===== config.mk =====
export PLATFORM = sky130hd
export DESIGN_NAME = adc_seq_ctrl
export DESIGN_NICKNAME = d
export VERILOG_FILES = /design/src/rtl/adc_seq_pkg.sv /design/src/rtl/adc_trig_edge.sv /design/src/rtl/adc_stab_timer.sv /design/src/rtl/adc_seq_fsm.sv /design/src/rtl/adc_seq_ctrl.sv
export SDC_FILE = /design/constraint.sdc
export NUM_CORES = 1
export LEC_CHECK = 0
export BUFFER_PORTS_ARGS = -buffer_cell sky130_fd_sc_hd__buf_2
export CAP_MARGIN = 30
export CORE_ASPECT_RATIO = 1.2
export CORE_MARGIN = 10
export CORE_UTILIZATION = 40
export DETAILED_ROUTE_END_ITERATION = 10
export PLACE_DENSITY = 0.59
export SLEW_MARGIN = 20
export SYNTH_ARGS = -nofsm -noshare
export SYNTH_HDL_FRONTEND = slang
export SYNTH_SLANG_ARGS = --single-unit
export TNS_END_PERCENT = 50

===== constraint.sdc =====
create_clock -name clk_i -period 4.8 [get_ports clk_i]
set_input_delay 0 -clock clk_i [delete_from_list [all_inputs] [get_ports clk_i]]
set_output_delay 0 -clock clk_i [all_outputs]
set_load 0.005 [all_outputs]

===== src/rtl/adc_seq_pkg.sv =====
package adc_seq_pkg;
  localparam int ADDR_W   = 8;
  localparam int BUS_W    = 32;
  localparam int RES_W    = 12;
  localparam int CH_W     = 5;
  localparam int MAX_SLOTS = 16;
  localparam int SLOTS_PER_REG = 6;
  localparam int SLOT_IDX_W = $clog2(MAX_SLOTS);
  localparam int NUM_TRIG = 16;
  localparam int SEL_W    = $clog2(NUM_TRIG);

  localparam logic [ADDR_W-1:0] OFS_STATUS = 8'h00;
  localparam logic [ADDR_W-1:0] OFS_CTRL_A = 8'h04;
  localparam logic [ADDR_W-1:0] OFS_CTRL_B = 8'h08;
  localparam logic [ADDR_W-1:0] OFS_SEQ_HI = 8'h2C;
  localparam logic [ADDR_W-1:0] OFS_SEQ_MID = 8'h30;
  localparam logic [ADDR_W-1:0] OFS_SEQ_LO = 8'h34;
  localparam logic [ADDR_W-1:0] OFS_RESULT = 8'h4C;

  localparam int ST_EOC_BIT  = 1;
  localparam int ST_STRT_BIT = 4;
  localparam int CA_IE_BIT   = 5;
  localparam int CA_SCAN_BIT = 8;
  localparam int CB_PWR_BIT  = 0;
  localparam int CB_EACH_BIT = 10;
  localparam int CB_SEL_LSB  = 24;
  localparam int CB_MODE_LSB = 28;
  localparam int CB_SW_BIT   = 30;
  localparam int LEN_LSB     = 20;

  localparam logic [BUS_W-1:0] SEQ_FULL_MASK = 32'h3FFF_FFFF;
  localparam logic [BUS_W-1:0] SEQ_HI_MASK   = 32'h00FF_FFFF;

  typedef enum logic [1:0] {
    TRIG_SOFT = 2'b00,
    TRIG_RISE = 2'b01,
    TRIG_FALL = 2'b10,
    TRIG_BOTH = 2'b11
  } trig_mode_e;

  typedef enum logic [1:0] {
    SEQ_IDLE,
    SEQ_REQ,
    SEQ_WAIT
  } seq_state_e;
endpackage


===== src/rtl/adc_trig_edge.sv =====
module adc_trig_edge
  import adc_seq_pkg::*;
#(
  parameter int NTRIG = NUM_TRIG,
  parameter int SW    = $clog2(NTRIG)
) (
  input  logic             clk_i,
  input  logic             rst_ni,
  input  logic [NTRIG-1:0] trig_i,
  input  logic [SW-1:0]    sel_i,
  input  trig_mode_e       mode_i,
  output logic             edge_o
);
  logic [NTRIG-1:0] trig_q;
  logic cur, prv, rise, fall;

  always_ff @(posedge clk_i or negedge rst_ni) begin
    if (!rst_ni) trig_q <= '0;
    else         trig_q <= trig_i;
  end

  assign cur  = trig_i[sel_i];
  assign prv  = trig_q[sel_i];
  assign rise = cur & ~prv;
  assign fall = ~cur & prv;

  always_comb begin
    unique case (mode_i)
      TRIG_RISE: edge_o = rise;
      TRIG_FALL: edge_o = fall;
      TRIG_BOTH: edge_o = rise | fall;
      default:   edge_o = 1'b0;
    endcase
  end
endmodule


===== src/rtl/adc_stab_timer.sv =====
module adc_stab_timer #(
  parameter int STAB_CYCLES = 16,
  parameter int CNT_W = $clog2(STAB_CYCLES + 1)
) (
  input  logic clk_i,
  input  logic rst_ni,
  input  logic pwr_i,
  output logic ready_o
);
  localparam logic [CNT_W-1:0] LIMIT = CNT_W'(STAB_CYCLES);
  logic [CNT_W-1:0] cnt_q;

  always_ff @(posedge clk_i or negedge rst_ni) begin
    if (!rst_ni)              cnt_q <= '0;
    else if (!pwr_i)          cnt_q <= '0;
    else if (cnt_q != LIMIT)  cnt_q <= cnt_q + 1'b1;
  end

  assign ready_o = pwr_i && (cnt_q == LIMIT);
endmodule


===== src/rtl/adc_seq_fsm.sv =====
module adc_seq_fsm
  import adc_seq_pkg::*;
#(
  parameter int SLOTS = MAX_SLOTS,
  parameter int CHW   = CH_W,
  parameter int IW    = $clog2(SLOTS)
) (
  input  logic                      clk_i,
  input  logic                      rst_ni,
  input  logic                      go_i,
  input  logic                      abort_i,
  input  logic [SLOTS-1:0][CHW-1:0] slots_i,
  input  logic [IW-1:0]             last_i,
  input  logic                      done_i,
  output logic                      idle_o,
  output logic                      start_o,
  output logic [CHW-1:0]            chan_o,
  output logic                      capture_o,
  output logic                      end_o
);
  seq_state_e    state_q;
  logic [IW-1:0] idx_q, last_q;

  always_ff @(posedge clk_i or negedge rst_ni) begin
    if (!rst_ni) begin
      state_q <= SEQ_IDLE;
      idx_q   <= '0;
      last_q  <= '0;
    end else if (abort_i) begin
      state_q <= SEQ_IDLE;
      idx_q   <= '0;
    end else begin
      unique case (state_q)
        SEQ_IDLE: if (go_i) begin
          state_q <= SEQ_REQ;
          idx_q   <= '0;
          last_q  <= last_i;
        end
        SEQ_REQ: state_q <= SEQ_WAIT;
        SEQ_WAIT: if (done_i) begin
          if (idx_q == last_q) begin
            state_q <= SEQ_IDLE;
          end else begin
            idx_q   <= idx_q + 1'b1;
            state_q <= SEQ_REQ;
          end
        end
        default: state_q <= SEQ_IDLE;
      endcase
    end
  end

  assign idle_o    = (state_q == SEQ_IDLE);
  assign start_o   = (state_q == SEQ_REQ);
  assign chan_o    = slots_i[idx_q];
  assign capture_o = (state_q == SEQ_WAIT) && done_i;
  assign end_o     = capture_o && (idx_q == last_q);
endmodule


===== src/rtl/adc_seq_ctrl.sv =====
module adc_seq_ctrl
  import adc_seq_pkg::*;
#(
  parameter int STAB_CYCLES = 16
) (
  input  logic                clk_i,
  input  logic                rst_ni,
  input  logic                reg_we_i,
  input  logic                reg_re_i,
  input  logic [ADDR_W-1:0]   reg_addr_i,
  input  logic [BUS_W-1:0]    reg_wdata_i,
  output logic [BUS_W-1:0]    reg_rdata_o,
  input  logic [NUM_TRIG-1:0] ext_trig_i,
  output logic                conv_start_o,
  output logic [CH_W-1:0]     conv_chan_o,
  input  logic                conv_done_i,
  input  logic [RES_W-1:0]    conv_data_i,
  output logic                irq_o
);
  logic wr_status, wr_ctrl_a, wr_ctrl_b, wr_hi, wr_mid, wr_lo, rd_result;
  logic scan_q, ie_q, pwr_q, each_q;
  logic [SEL_W-1:0] sel_q;
  trig_mode_e mode_q;
  logic [BUS_W-1:0] seq_hi_q, seq_mid_q, seq_lo_q;
  logic [RES_W-1:0] data_q;
  logic eoc_q, strt_q, pend_q;
  logic pwr_d, sw_req, trig_req, start_req, go, stab_ready, seq_idle;
  logic capture, seq_end;
  logic [SLOT_IDX_W-1:0] last_idx;
  logic [MAX_SLOTS-1:0][CH_W-1:0] slots;

  assign wr_status = reg_we_i && reg_addr_i == OFS_STATUS;
  assign wr_ctrl_a = reg_we_i && reg_addr_i == OFS_CTRL_A;
  assign wr_ctrl_b = reg_we_i && reg_addr_i == OFS_CTRL_B;
  assign wr_hi     = reg_we_i && reg_addr_i == OFS_SEQ_HI;
  assign wr_mid    = reg_we_i && reg_addr_i == OFS_SEQ_MID;
  assign wr_lo     = reg_we_i && reg_addr_i == OFS_SEQ_LO;
  assign rd_result = reg_re_i && reg_addr_i == OFS_RESULT;

  // slot packing: six per register, top register holds the remaining four
  for (genvar k = 0; k < MAX_SLOTS; k++) begin : g_slot
    if (k < SLOTS_PER_REG) begin : g_lo
      assign slots[k] = seq_lo_q[CH_W*k +: CH_W];
    end else if (k < 2*SLOTS_PER_REG) begin : g_mid
      assign slots[k] = seq_mid_q[CH_W*(k-SLOTS_PER_REG) +: CH_W];
    end else begin : g_hi
      assign slots[k] = seq_hi_q[CH_W*(k-2*SLOTS_PER_REG) +: CH_W];
    end
  end

  assign last_idx = scan_q ? seq_hi_q[LEN_LSB +: SLOT_IDX_W] : '0;

  adc_trig_edge #(.NTRIG(NUM_TRIG), .SW(SEL_W)) u_trig (
    .clk_i  (clk_i),
    .rst_ni (rst_ni),
    .trig_i (ext_trig_i),
    .sel_i  (sel_q),
    .mode_i (mode_q),
    .edge_o (trig_req)
  );

  adc_stab_timer #(.STAB_CYCLES(STAB_CYCLES)) u_stab (
    .clk_i   (clk_i),
    .rst_ni  (rst_ni),
    .pwr_i   (pwr_q),
    .ready_o (stab_ready)
  );

  assign pwr_d     = wr_ctrl_b ? reg_wdata_i[CB_PWR_BIT] : pwr_q;
  assign sw_req    = wr_ctrl_b && reg_wdata_i[CB_SW_BIT] &&
                     (reg_wdata_i[CB_MODE_LSB +: 2] == TRIG_SOFT);
  assign start_req = sw_req | trig_req;
  assign go        = pend_q && stab_ready && seq_idle && pwr_d;

  adc_seq_fsm #(.SLOTS(MAX_SLOTS), .CHW(CH_W), .IW(SLOT_IDX_W)) u_fsm (
    .clk_i     (clk_i),
    .rst_ni    (rst_ni),
    .go_i      (go),
    .abort_i   (~pwr_d),
    .slots_i   (slots),
    .last_i    (last_idx),
    .done_i    (conv_done_i),
    .idle_o    (seq_idle),
    .start_o   (conv_start_o),
    .chan_o    (conv_chan_o),
    .capture_o (capture),
    .end_o     (seq_end)
  );

  always_ff @(posedge clk_i or negedge rst_ni) begin
    if (!rst_ni) begin
      scan_q    <= 1'b0;
      ie_q      <= 1'b0;
      pwr_q     <= 1'b0;
      each_q    <= 1'b0;
      sel_q     <= '0;
      mode_q    <= TRIG_SOFT;
      seq_hi_q  <= '0;
      seq_mid_q <= '0;
      seq_lo_q  <= '0;
    end else begin
      if (wr_ctrl_a) begin
        scan_q <= reg_wdata_i[CA_SCAN_BIT];
        ie_q   <= reg_wdata_i[CA_IE_BIT];
      end
      if (wr_ctrl_b) begin
        each_q <= reg_wdata_i[CB_EACH_BIT];
        sel_q  <= reg_wdata_i[CB_SEL_LSB +: SEL_W];
        mode_q <= trig_mode_e'(reg_wdata_i[CB_MODE_LSB +: 2]);
      end
      pwr_q <= pwr_d;
      if (wr_hi)  seq_hi_q  <= reg_wdata_i & SEQ_HI_MASK;
      if (wr_mid) seq_mid_q <= reg_wdata_i & SEQ_FULL_MASK;
      if (wr_lo)  seq_lo_q  <= reg_wdata_i & SEQ_FULL_MASK;
    end
  end

  always_ff @(posedge clk_i or negedge rst_ni) begin
    if (!rst_ni) begin
      pend_q <= 1'b0;
      data_q <= '0;
      eoc_q  <= 1'b0;
      strt_q <= 1'b0;
    end else begin
      pend_q <= pwr_d && !go && (pend_q || (start_req && seq_idle));
      if (capture) data_q <= conv_data_i;
      if (seq_end || (capture && each_q)) eoc_q <= 1'b1;
      else if (rd_result)                 eoc_q <= 1'b0;
      else if (wr_status)                 eoc_q <= eoc_q & reg_wdata_i[ST_EOC_BIT];
      if (go)             strt_q <= 1'b1;
      else if (wr_status) strt_q <= strt_q & reg_wdata_i[ST_STRT_BIT];
    end
  end

  assign irq_o = eoc_q & ie_q;

  always_comb begin
    reg_rdata_o = '0;
    unique case (reg_addr_i)
      OFS_STATUS: begin
        reg_rdata_o[ST_EOC_BIT]  = eoc_q;
        reg_rdata_o[ST_STRT_BIT] = strt_q;
      end
      OFS_CTRL_A: begin
        reg_rdata_o[CA_SCAN_BIT] = scan_q;
        reg_rdata_o[CA_IE_BIT]   = ie_q;
      end
      OFS_CTRL_B: begin
        reg_rdata_o[CB_PWR_BIT]            = pwr_q;
        reg_rdata_o[CB_EACH_BIT]           = each_q;
        reg_rdata_o[CB_SEL_LSB +: SEL_W]   = sel_q;
        reg_rdata_o[CB_MODE_LSB +: 2]      = mode_q;
      end
      OFS_SEQ_HI:  reg_rdata_o = seq_hi_q;
      OFS_SEQ_MID: reg_rdata_o = seq_mid_q;
      OFS_SEQ_LO:  reg_rdata_o = seq_lo_q;
      OFS_RESULT:  reg_rdata_o[RES_W-1:0] = data_q;
      default:     reg_rdata_o = '0;
    endcase
  end
endmodule


==> flow_summary.json <==
{
  "fin_crit_ns": 2.89,
  "r2r_cells": 8,
  "r2r_end": "pend_q",
  "slowest_delay_ns": 0.67,
  "start_kind": "flop",
  "drc": 0,
  "layout-drive-gt1-share_pct": 43.5,
  "critPathArrivalTime_ns": 3.18,
  "core-area_um2": 17000,
  "critical_path.cell_chain": "mux4_2, mux4_2, inv_1, ha_1, nand2b_1, a31oi_1, nor2_1, a2111oi_1",
  "drt-pass1-iter-count": 5,
  "synth_edf_count": 0,
  "htreeDepth": 4,
  "worstHoldPathType": "input pin to flop",
  "yosys_warnings": 0,
  "setup_violations": 0,
  "fin_crit_sh_pct": 60.3,
  "cts_tree": "built",
  "drv_slew": 0,
  "antenna_found_initial": 0,
  "synthXorXnorAreaFrac_pct": 0.876,
  "syn_area_um2": 7000,
  "grt_pass1_wl_um": 31300,
  "clkLatencyLatePin_ns": 0.41,
  "critPathCapture": "pend_q",
  "drtAntennaViolNets": 0,
  "crit_path_max_fanout": 10,
  "skew_ns": 0.00513,
  "wl_per_cell_um": 21.6,
  "path_class": "flop to flop",
  "tightest_slew_ns": 0.810,
  "grt_overflow": 0,
  "root_buffer": "clkbuf_16",
  "place.gp.congestion": 0.829,
  "cts_buffers": 17,
  "status": "complete, no violations",
  "vias": 5116,
  "reg2reg_slack_ns": 1.91,
  "drtIter0Drc": 400,
  "power_density_nw_per_um2": 304,
  "ys_async_sr_fraction_pct": 100,
  "netlist_instances": 522,
  "cts_sinks": 140,
  "wirelength_um": 19900,
  "dieHeight_um": 165,
  "viasPerCell": 5.55,
  "startpoint": "sel_q[0]",
  "fmax_ghz": 0.346,
  "cp_common_cell": "mux4_2",
  "nets": 770,
  "diodes": 0,
  "dieArea_um2": 23200,
  "leakage_uw": 0.00431,
  "synth_seq_area_share_pct": 50.1,
  "grt_pass1_vias": 5582,
  "synthAdderAreaFrac_pct": 0.894,
  "clk_pin_slew_ns": 0.06,
  "r2r-start": "sel_q[0]",
  "grtUsageTotal_pct": 17.2,
  "worstHoldStart": "reg_addr_i[4]",
  "synth_compound_area_share_pct": 6.74,
  "area_delta_synth_final_pct": 28.0,
  "synth_cell_types": 54,
  "clock_path_buffers": 2,
  "rsz0062_at_grt": "false",
  "port_buffers": 108,
  "syn_area_per_cell_um2": 13.4,
  "vdd_drop_max_uv": 218,
  "hold_path_depth": 4,
  "relSlewSlack_pct": 46.0,
  "end_kind": "flop",
  "total_power_uw": 2730,
  "fin_setup_tns_ns": 0,
  "synth_mux_area_share_pct": 30.2,
  "ys_seq_elements": 140,
  "hold_violations": 0,
  "drv_cap": 0,
  "grt_max_degree": 81,
  "io_pins": 112,
  "yosys.area_share.simple_pct": 8.17,
  "dieWidth_um": 141,
  "synth_ff_type": "dfrtp_1",
  "worstPathRequired_ns": 5.09,
  "slowest_stage": "dfrtp_1",
  "rows": 52,
  "synth_top_family_by_area": "multiplexers",
  "initial_core_util_pct": 41.0,
  "hpwl_um": 14000
}
flip-flops by register name (all words and copies together), names as in the netlist:
name / flops
seq_lo_q: 30
seq_mid_q: 30
seq_hi_q: 24
u_trig.trig_q: 16
data_q: 12
u_stab.cnt_q: 5
sel_q: 4
u_fsm.idx_q: 4
u_fsm.last_q: 4
mode_q: 2
u_fsm.state_q: 2
each_q: 1
eoc_q: 1
ie_q: 1
pend_q: 1
pwr_q: 1
scan_q: 1
strt_q: 1
layout by cell type (no fill, tap or decap), types with 4 or more instances in the layout:
cell type / Yosys / layout
a21oi_1: 5 / 5
a221o_1: 4 / 4
a222oi_1: 4 / 4
a22oi_1: 32 / 32
buf_2: 9 / 108
buf_4: 2 / 10
clkbuf_16: 0 / 17
clkinv_4: 0 / 5
dfrtp_1: 140 / 140
dlygate4sd3_1: 0 / 63
ha_1: 5 / 5
inv_1: 17 / 17
mux2_1: 4 / 4
mux2_2: 107 / 107
mux2i_1: 5 / 5
mux4_2: 35 / 35
nand2_1: 39 / 39
nand2b_1: 4 / 4
nand3_1: 11 / 11
nor2_1: 15 / 15
nor2b_1: 4 / 4
nor3_1: 6 / 4
o21ai_0: 8 / 8
xor2_1: 5 / 5
critical path, delay by kind of cell, from the launching register on:
family,cells,cell delay [ns]
AND/OR/NAND/NOR,2,0.20
adder cells (fa/ha/maj),1,0.22
AO/OA/AOI/OAI,2,0.53
buffers and inverters,1,0.07
multiplexers,2,1.08
flip-flops,1,0.67
layer usage:
layer	part of all wire [%]	up-vias	wire (um)	global-route usage (%)
li1	-	2303	-	-
met1	42	2633	8420	21.4
met2	50	165	9970	28.4
met3	6.3	15	1250	4.68
met4	1.1	0	216	5.40
met5	0	-	0	0
worst min path at each step:
stage,endpoint,slack (ns)
2_1_floorplan,data_q[0],-0.30
3_3_place_gp,u_trig.trig_q[10],0.07
3_5_place_dp,u_trig.trig_q[10],0.09
4_1_cts,strt_q,0.02
5_1_grt,pend_q,0.04
6_report,pend_q,0.03
cell type report:
type	instances	area (um2)
clock inverter	13	120
inverter	17	63.8
clock buffer	19	443
timing repair buffer	182	1260
fill	1492	8090
sequential	140	3500
tap	216	270
multi-input combinational	334	3300
stage by stage:
step / std cells / area [um2] / util (%) / hold slack [ns] / worst slack [ns]
2_1_floorplan: 523 / 7000 / - / -0.296 / 2.23
3_3_place_gp: 824 / 7750 / 45.4 / 0.0727 / 1.90
3_5_place_dp: 826 / 7760 / 45.5 / 0.0860 / 1.83
4_1_cts: 921 / 8950 / 52.5 / 0.0184 / 1.81
5_1_grt: 921 / 8950 / 52.5 / 0.0434 / 1.66
6_report: 921 / 8950 / 52.5 / 0.0346 / 1.91
Yosys cell counts (3+ instances only):
cell type  instances  area [um2]
dfrtp_1          140        3500
mux2_2           107        1200
nand2_1           39         146
mux4_2            35         788
a22oi_1           32         240
clkbuf_1          18        67.6
inv_1             17        63.8
nor2_1            15        56.3
nand3_1           11        55.1
buf_2              9        45.0
o21ai_0            8        40.0
nor3_1             6        30.0
a21oi_1            5        25.0
ha_1               5        62.6
mux2i_1            5        50.1
xor2_1             5        43.8
a221o_1            4        40.0
a222oi_1           4        40.0
mux2_1             4        45.0
nand2b_1           4        25.0
nor2b_1            4        25.0
a31oi_1            3        18.8
or3_1              3        18.8
kinds of logic (layout without fill, tap and decap cells):
logic type	after synthesis	in the layout
adder cells (fa/ha/maj)	5	5
other	1	2
buffers and inverters	49	231
AO/OA/AOI/OAI	63	63
AND/OR/NAND/NOR	105	105
flip-flops	140	140
XOR/XNOR	7	7
multiplexers	152	152
repair_timing:
item,4_1_cts,5_1_grt
endpoints found under the setup margin,0,0
buffers inserted,0,0
hold endpoints to repair,206,0
hold buffers,63,0
resized for setup,0,0
power by group:
group / switching [uW] / total [uW] / internal (uW)
combinational: 93.2 / 219 / 126
sequential: 40.9 / 1270 / 1230
clock: 511 / 1240 / 728
No activity file was read; power rests on OpenSTA's default activity.
